<file path="config.mk">
export PLATFORM = sky130hd
export DESIGN_NAME = gate_interlock_core
export DESIGN_NICKNAME = d
export VERILOG_FILES = /design/src/rtl/gdi_pkg.sv /design/src/rtl/gdi_sync.sv /design/src/rtl/gdi_phase.sv /design/src/rtl/gate_interlock_core.sv
export SDC_FILE = /design/constraint.sdc
export NUM_CORES = 1
export LEC_CHECK = 0
export BUFFER_PORTS_ARGS = -buffer_cell sky130_fd_sc_hd__buf_2
export CORE_UTILIZATION = 40
export DETAILED_ROUTE_END_ITERATION = 7
export GPL_TIMING_DRIVEN = 0
export PLACE_DENSITY_LB_ADDON = 0.1
export RECOVER_POWER = 50
export SLEW_MARGIN = 20
export SYNTH_ARGS = -nofsm -noshare
export SYNTH_HDL_FRONTEND = slang
export SYNTH_SLANG_ARGS = --single-unit
</file>
<file path="constraint.sdc">
create_clock -name clk -period 2.1 [get_ports clk]
set_input_delay 0.42 -clock clk [delete_from_list [all_inputs] [get_ports clk]]
set_output_delay 0.42 -clock clk [all_outputs]
set_load 0.02 [all_outputs]
</file>
<file path="src/rtl/gdi_pkg.sv">
package gdi_pkg;
    // Protection override bits applied to every phase
    typedef struct packed {
        logic ilk_off;
        logic dt_off;
    } bypass_t;
endpackage

</file>
<file path="src/rtl/gdi_sync.sv">
module gdi_sync #(
    parameter int STAGES = 2
) (
    input  logic clk,
    input  logic rst_n,
    input  logic din,
    output logic dout
);
    logic [STAGES-1:0] sr_d, sr_q;

    always_comb begin
        sr_d = {sr_q[STAGES-2:0], din};
    end

    always_ff @(posedge clk or negedge rst_n) begin
        if (!rst_n) sr_q <= '0;
        else        sr_q <= sr_d;
    end

    assign dout = sr_q[STAGES-1];
endmodule

</file>
<file path="src/rtl/gdi_phase.sv">
module gdi_phase
    import gdi_pkg::*;
#(
    parameter int DT_W = 8
) (
    input  logic            clk,
    input  logic            rst_n,
    input  logic            run,
    input  logic            hs_req,
    input  logic            ls_req,
    input  logic [DT_W-1:0] dt_count,
    input  bypass_t         byp,
    output logic            hs_q_o,
    output logic            ls_q_o
);
    localparam logic [DT_W-1:0] CNT_MAX = {DT_W{1'b1}};

    typedef struct packed {
        logic            hs;
        logic            ls;
        logic            armed;
        logic [DT_W-1:0] hs_off;   // cycles the high gate has been low
        logic [DT_W-1:0] ls_off;   // cycles the low gate has been low
    } ph_state_t;

    localparam ph_state_t ST_RESET = '{hs: 1'b0, ls: 1'b0, armed: 1'b0,
                                       hs_off: CNT_MAX, ls_off: CNT_MAX};

    ph_state_t st_d, st_q;
    logic      want_hs, want_ls, hs_clear, ls_clear;

    always_comb begin
        st_d     = st_q;
        // a request survives only if the partner is not also requested, unless bypassed
        want_hs  = hs_req && (byp.ilk_off || !ls_req) && st_q.armed;
        want_ls  = ls_req && (byp.ilk_off || !hs_req);
        // blanking: partner low long enough, already on, or bypassed
        hs_clear = st_q.hs || byp.dt_off || (st_q.ls_off >= dt_count);
        ls_clear = st_q.ls || byp.dt_off || (st_q.hs_off >= dt_count);
        if (run) begin
            st_d.hs    = want_hs && hs_clear;
            st_d.ls    = want_ls && ls_clear;
            st_d.armed = st_q.armed || st_q.ls;
        end else begin
            st_d.hs    = 1'b0;
            st_d.ls    = 1'b0;
            st_d.armed = 1'b0;
        end
        st_d.hs_off = st_d.hs ? '0 : ((st_q.hs_off == CNT_MAX) ? CNT_MAX : st_q.hs_off + 1'b1);
        st_d.ls_off = st_d.ls ? '0 : ((st_q.ls_off == CNT_MAX) ? CNT_MAX : st_q.ls_off + 1'b1);
    end

    always_ff @(posedge clk or negedge rst_n) begin
        if (!rst_n) st_q <= ST_RESET;
        else        st_q <= st_d;
    end

    assign hs_q_o = st_q.hs;
    assign ls_q_o = st_q.ls;


    no_shoot_through_chk: assert property (@(posedge clk) disable iff (!rst_n)
        !byp.ilk_off |=> !(st_q.hs && st_q.ls));


    conflict_off_chk: assert property (@(posedge clk) disable iff (!rst_n)
        (!byp.ilk_off && hs_req && ls_req) |=> (!st_q.hs && !st_q.ls));


    boot_armed_chk: assert property (@(posedge clk) disable iff (!rst_n)
        $rose(st_q.hs) |-> $past(st_q.armed));


    idle_off_chk: assert property (@(posedge clk) disable iff (!rst_n)
        !run |=> (!st_q.hs && !st_q.ls && !st_q.armed));


    dead_gap_chk: assert property (@(posedge clk) disable iff (!rst_n)
        ($rose(st_q.hs) && !$past(byp.dt_off) && ($past(dt_count) != '0)) |-> !$past(st_q.ls));
endmodule

</file>
<file path="src/rtl/gate_interlock_core.sv">
module gate_interlock_core
    import gdi_pkg::*;
#(
    parameter int NPH   = 3,
    parameter int DT_W  = 8,
    parameter int SYNC_N = 2
) (
    input  logic            clk,
    input  logic            rst_n,
    input  logic            en_a,
    input  logic            en_b,
    input  logic [NPH-1:0]  hs_cmd_n,
    input  logic [NPH-1:0]  ls_cmd,
    input  logic [DT_W-1:0] dt_count,
    input  logic            ilk_bypass,
    input  logic            dt_bypass,
    output logic [NPH-1:0]  hs_gate,
    output logic [NPH-1:0]  ls_gate
);
    logic           run;
    logic           gate_ok;
    bypass_t        byp;
    logic [NPH-1:0] hs_q, ls_q;

    assign byp = '{ilk_off: ilk_bypass, dt_off: dt_bypass};

    gdi_sync #(.STAGES(SYNC_N)) u_sync (
        .clk  (clk),
        .rst_n(rst_n),
        .din  (en_a & en_b),
        .dout (run)
    );

    for (genvar p = 0; p < NPH; p++) begin : g_ph
        gdi_phase #(.DT_W(DT_W)) u_ph (
            .clk     (clk),
            .rst_n   (rst_n),
            .run     (run),
            .hs_req  (~hs_cmd_n[p]),
            .ls_req  (ls_cmd[p]),
            .dt_count(dt_count),
            .byp     (byp),
            .hs_q_o  (hs_q[p]),
            .ls_q_o  (ls_q[p])
        );
    end

    // clock-free forcing path
    assign gate_ok = en_a & en_b & rst_n;
    assign hs_gate = hs_q & {NPH{gate_ok}};
    assign ls_gate = ls_q & {NPH{gate_ok}};
endmodule

</file>
# Word level (Yosys, flattened, before mapping)
# Index checks and enable logic that the tools add are counted.
[word_totals] ff_bits=59 inputBits=20 out_inout_bits=6 word_cells=95
[op_classes] addsub=6 magnitude_cmp=6 n_eq_ne=6 mux=15 n_bitwise=7 reduce_logical=39
[ops] op="2-to-1 mux 8 bit" count=12
[ops] op="adder 8 x 1 -> 8 bit (second input constant)" count=6
[ops] op="== test 8 bit (second input constant)" count=6
[ops] op="greater-or-equal comparator 8 bit" count=6
[ops] op="logical OR 1 bit" count=21
[ops] op="logical AND 1 bit" count=15
[ops] op="2-to-1 mux 3 bit" count=3
[ops] op="bitwise AND 3 bit" count=2
[ops] op="logical NOT 1 bit" count=3
[ops] op="NOT 1 bit" count=3
[ops] op="bitwise AND 1 bit" count=2

# Longest topological paths before layout
[depth] ltp_word=7 depth_mapped=6 mapped_depth_nobuf=6

# Modules after synthesis
# A second synthesis with hierarchy kept.
[unflattened] hier_cells=414 area_unflattened_um2=4179.0
[modules_own_cells] mod="gdi_phase" instances=3 cells_each=134 area_per_inst_um2=1352.5 seq_area_each_um2=495.5
[modules_own_cells] mod="gate_interlock_core" instances=1 cells_each=10 area_per_inst_um2=71.3 seq_area_each_um2=0.0
[modules_own_cells] mod="gdi_sync" instances=1 cells_each=2 area_per_inst_um2=50.0 seq_area_each_um2=50.0

# Least setup slack after synthesis
# No wires, ideal clock.
[synth_path] path_kind="register -> register" from="register g_ph[0].u_ph.st_q[8] in the netlist's numbering" to="register g_ph[0].u_ph.st_q[6] in the netlist's numbering" setup_time_ns=0.088 arrival_time_ns=1.811 required_ns=2.012 slack_ns=0.201 stages_incl_launch_ff=7 path_buffers=0 period_less_slack_ns=1.899 path_cell_list="dfstp_2 -> inv_1 -> ha_1 -> nand2b_4 -> a2111oi_4 -> o221ai_4 -> a221oi_2"
[synth_rtl] item="start, declared" line_no="gdi_phase.sv:29" rtl="ph_state_t st_d, st_q;"
[synth_rtl] item="start signal, assigned" line_no="gdi_phase.sv:55" rtl="else st_q <= st_d;"

==> impl_metrics.env <==
export IMPL_status="finished, final reports clean"
export IMPL_ant_nets=0
export IMPL_netlist_area_um2=4050
export IMPL_fin_crit_ps=2070
export IMPL_htree_levels=3
export IMPL_die_h_um=103
export IMPL_antenna_found_initial=0
export IMPL_synthesis_nets=468
export IMPL_drt_iter0_drc=133
export IMPL_register_area_um2=1540
export IMPL_yosys_area_share_adder_pct=16.7
export IMPL_drive_gt1_share_pct=28.0
export IMPL_cp_end_kind="flip-flop"
export IMPL_max_slew_margin_pct=47.9
export IMPL_fin_crit_sh_pct=98.8
export IMPL_grt_total_usage_pct=20.5
export IMPL_insertion_delay_ps=340
export IMPL_cp_slowest_cell="dfstp_2"
export IMPL_yosysSeqAreaShare_pct=38.0
export IMPL_overflow=0
export IMPL_start_util_pct=41.4
export IMPL_drv_cap=0
export IMPL_clock_fmax_mhz=482
export IMPL_powerDensity_nw_per_um2=1280
export IMPL_wl_per_cell_um=18.6
export IMPL_num_io_pins=26
export IMPL_cts_tree="done"
export IMPL_leakagePower_nw=2.02
export IMPL_ys_ff_latch=59
export IMPL_ir_worst_vdd_uv=548
export IMPL_drt_pass1_iter_count=4
export IMPL_worst_pin_slew_ps=781
export IMPL_multi_input_comb_area_um2=2670
export IMPL_crit_type="flip-flop to flip-flop"
export IMPL_critical_path_arrival_ps=2300
export IMPL_drc=0
export IMPL_hpwl_um=6590
export IMPL_grt_max_degree=61
export IMPL_cp_depth=7
export IMPL_clock_path_buffers=2
export IMPL_hold_viol_final=0
export IMPL_synth_cells=394
export IMPL_synthXorXnorAreaFrac_pct=3.25
export IMPL_yosysWarnings=0
export IMPL_rsz0062_at_grt="true"
export IMPL_setup_tns_ps=0
export IMPL_num_vias=3317
export IMPL_worstHoldPathType="input pin to async pin"
export IMPL_skew_ps=7.35
export IMPL_final_area_um2=4820
export IMPL_yosys_cell_types_count=40
export IMPL_synthMuxAreaShare_pct=1.98
export IMPL_synthSimpleGateAreaFrac_pct=15.7
export IMPL_port_buffers=25
export IMPL_grt_pass1_wl_um=16200
export IMPL_routed_wl_um=10700
export IMPL_antennaDiodeCount=0
export IMPL_cts_made_buffers=9
export IMPL_crit_buf_inv=2
export IMPL_synthArstFlopShare_pct=100
export IMPL_cp_max_fo=5
export IMPL_cts_sinks=59
export IMPL_clkTransAtPathRegs_ps=70
export IMPL_rows=36
export IMPL_ys_flop_type="dfstp_2"
export IMPL_dieArea_um2=10500
export IMPL_post_dp_cell_area_um2=4340
export IMPL_nets=517
export IMPL_core_region_area_um2=9770
export IMPL_cp_slowest_stage_delay_ps=550
export IMPL_synthToLayoutAreaGrowth_pct=19.1
export IMPL_synth_edf_count=0
export IMPL_root_buffer="clkbuf_8"
export IMPL_slew_violations=0
export IMPL_synth_compound_area_share_pct=21.9
export IMPL_nFillCells=930
export IMPL_grt_pass1_vias=3187
export IMPL_path_delay_family="flip-flops"
export IMPL_syn_avg_cell_area_um2=10.3
export IMPL_cp_cell_sequence="inv_1, ha_1, nand2b_1, a2111oi_4, buf_4, o221ai_4, and2_1"
export IMPL_setup_viol=0
export IMPL_cp_start_kind="flip-flop"
export IMPL_critPathRequiredTime_ps=2330
export IMPL_viasPerCell=5.73
export IMPL_die_w_um=103
export IMPL_reg2reg_depth=7
export IMPL_synth_top_family_by_area="compound AO/OA/AOI/OAI gates"
export IMPL_place_congestion=0.776
==> state kept, by name (all words and copies together) (netlist names) <==
register          flops
g_ph.u_ph.st_q       51
g_ph.u_ph.hs_q_o      3
g_ph.u_ph.ls_q_o      3
u_sync.sr_q           2
==> timing repair <==
action                                 CTS  global route
resized for setup                        6            16
setup endpoints to repair                8            41
cloned                                   1             5
pin swaps                                2            20
setup buffers                            0             6
endpoints found under the hold margin    0            11
hold buffers                             0             1
==> power by group <==
part	internal [W]	switching [W]
Clock	0.000406	0.000447
Combinational	0.00133	0.00154
Sequential	0.00188	0.000562
==> cells in the final DEF (no fill, tap or decap), drive strengths merged, types with 4 or more instances in the layout <==
| cell type | count |
|---|---|
| nor2 | 27 |
| a211o | 6 |
| nand4 | 9 |
| clkbuf | 11 |
| xnor2 | 9 |
| mux2i | 8 |
| and3 | 7 |
| a2bb2oi | 12 |
| a2111oi | 12 |
| nor3 | 4 |
| clkinv | 4 |
| nand2 | 27 |
| xor2 | 6 |
| o221ai | 12 |
| nand2b | 8 |
| dfrtp | 11 |
| a21oi | 39 |
| ha | 54 |
| nand3 | 19 |
| dfstp | 48 |
| and2 | 13 |
| o21ai | 13 |
| buf | 33 |
| inv | 24 |
| a31oi | 5 |
==> metrics by stage <==
step           power, W  hold WS [ps]  setup slack [ps]  util (%)  instances
3_5_place_dp    0.00477           339              -225      44.4        552
6_report        0.00617           178              26.1      49.3        579
4_1_cts         0.00577          26.6              15.4      46.6        567
2_1_floorplan   0.00420           124               201         -        394
3_3_place_gp    0.00471           337              -667      44.4        552
5_1_grt         0.00671           210             -44.3      49.3        579
==> worst paths after layout <==
path	end	slack [ps]	start
max	g_ph[1].u_ph.ls_q_o	30	g_ph[1].u_ph.st_q[8]
max reg2reg	g_ph[1].u_ph.ls_q_o	30	g_ph[1].u_ph.st_q[8]
min reg2reg	u_sync.sr_q[1]	350	u_sync.sr_q[0]
min	g_ph[0].u_ph.st_q[4]	180	rst_n
min in group clk	u_sync.sr_q[0]	330	en_b
max in group asynchronous	g_ph[2].u_ph.hs_q_o	890	rst_n
==> layout make-up <==
| cell class | count | area share, % |
|---|---|---|
| clock buffers | 10 | 2.65 |
| plain buffers | 3 | 0.234 |
| repair buffers | 32 | 4.05 |
| multi-input cells | 314 | 55.5 |
| clock inverters | 4 | 0.415 |
| inverters | 24 | 1.87 |
| flip-flops and latches | 59 | 31.9 |
| well taps | 133 | 3.45 |
==> per-layer routing <==
layer	vias to the layer above	GRT usage [%]	part of all wire, %
met5	-	0	0
met4	0	6.92	1.8
met3	16	3.66	2.9
met2	52	33.4	47
met1	1649	27.5	49
li1	1600	-	-
==> synth_stat cells, drive strengths merged, types with 6 or more instances <==
cell,number,area (µm²)
ha,54,676
xnor2,9,78.8
nand2,27,101
dfstp,48,1260
xor2,6,52.6
mux2i,8,80.1
a21oi,39,195
a2bb2oi,12,105
a211o,6,52.6
nand3,19,95.1
and3,7,43.8
nand4,9,56.3
and2,13,81.3
inv,24,90.1
o221ai,6,101
nor2,27,101
a2111oi,12,200
nand2b,8,57.6
dfrtp,11,275
o21ai,13,65.1
==> cells by family (layout without fill, tap and decap cells) <==
| group | Yosys count | count (layout) |
|---|---|---|
| and+or+nand+nor | 123 | 123 |
| muxes | 8 | 8 |
| buffers and inverters | 27 | 73 |
| adders and majority gates | 54 | 54 |
| xor gates and xnor gates | 15 | 15 |
| DFF | 59 | 59 |
| AOI/OAI and AO/OA | 108 | 114 |
(Power assumes the default switching activity.)
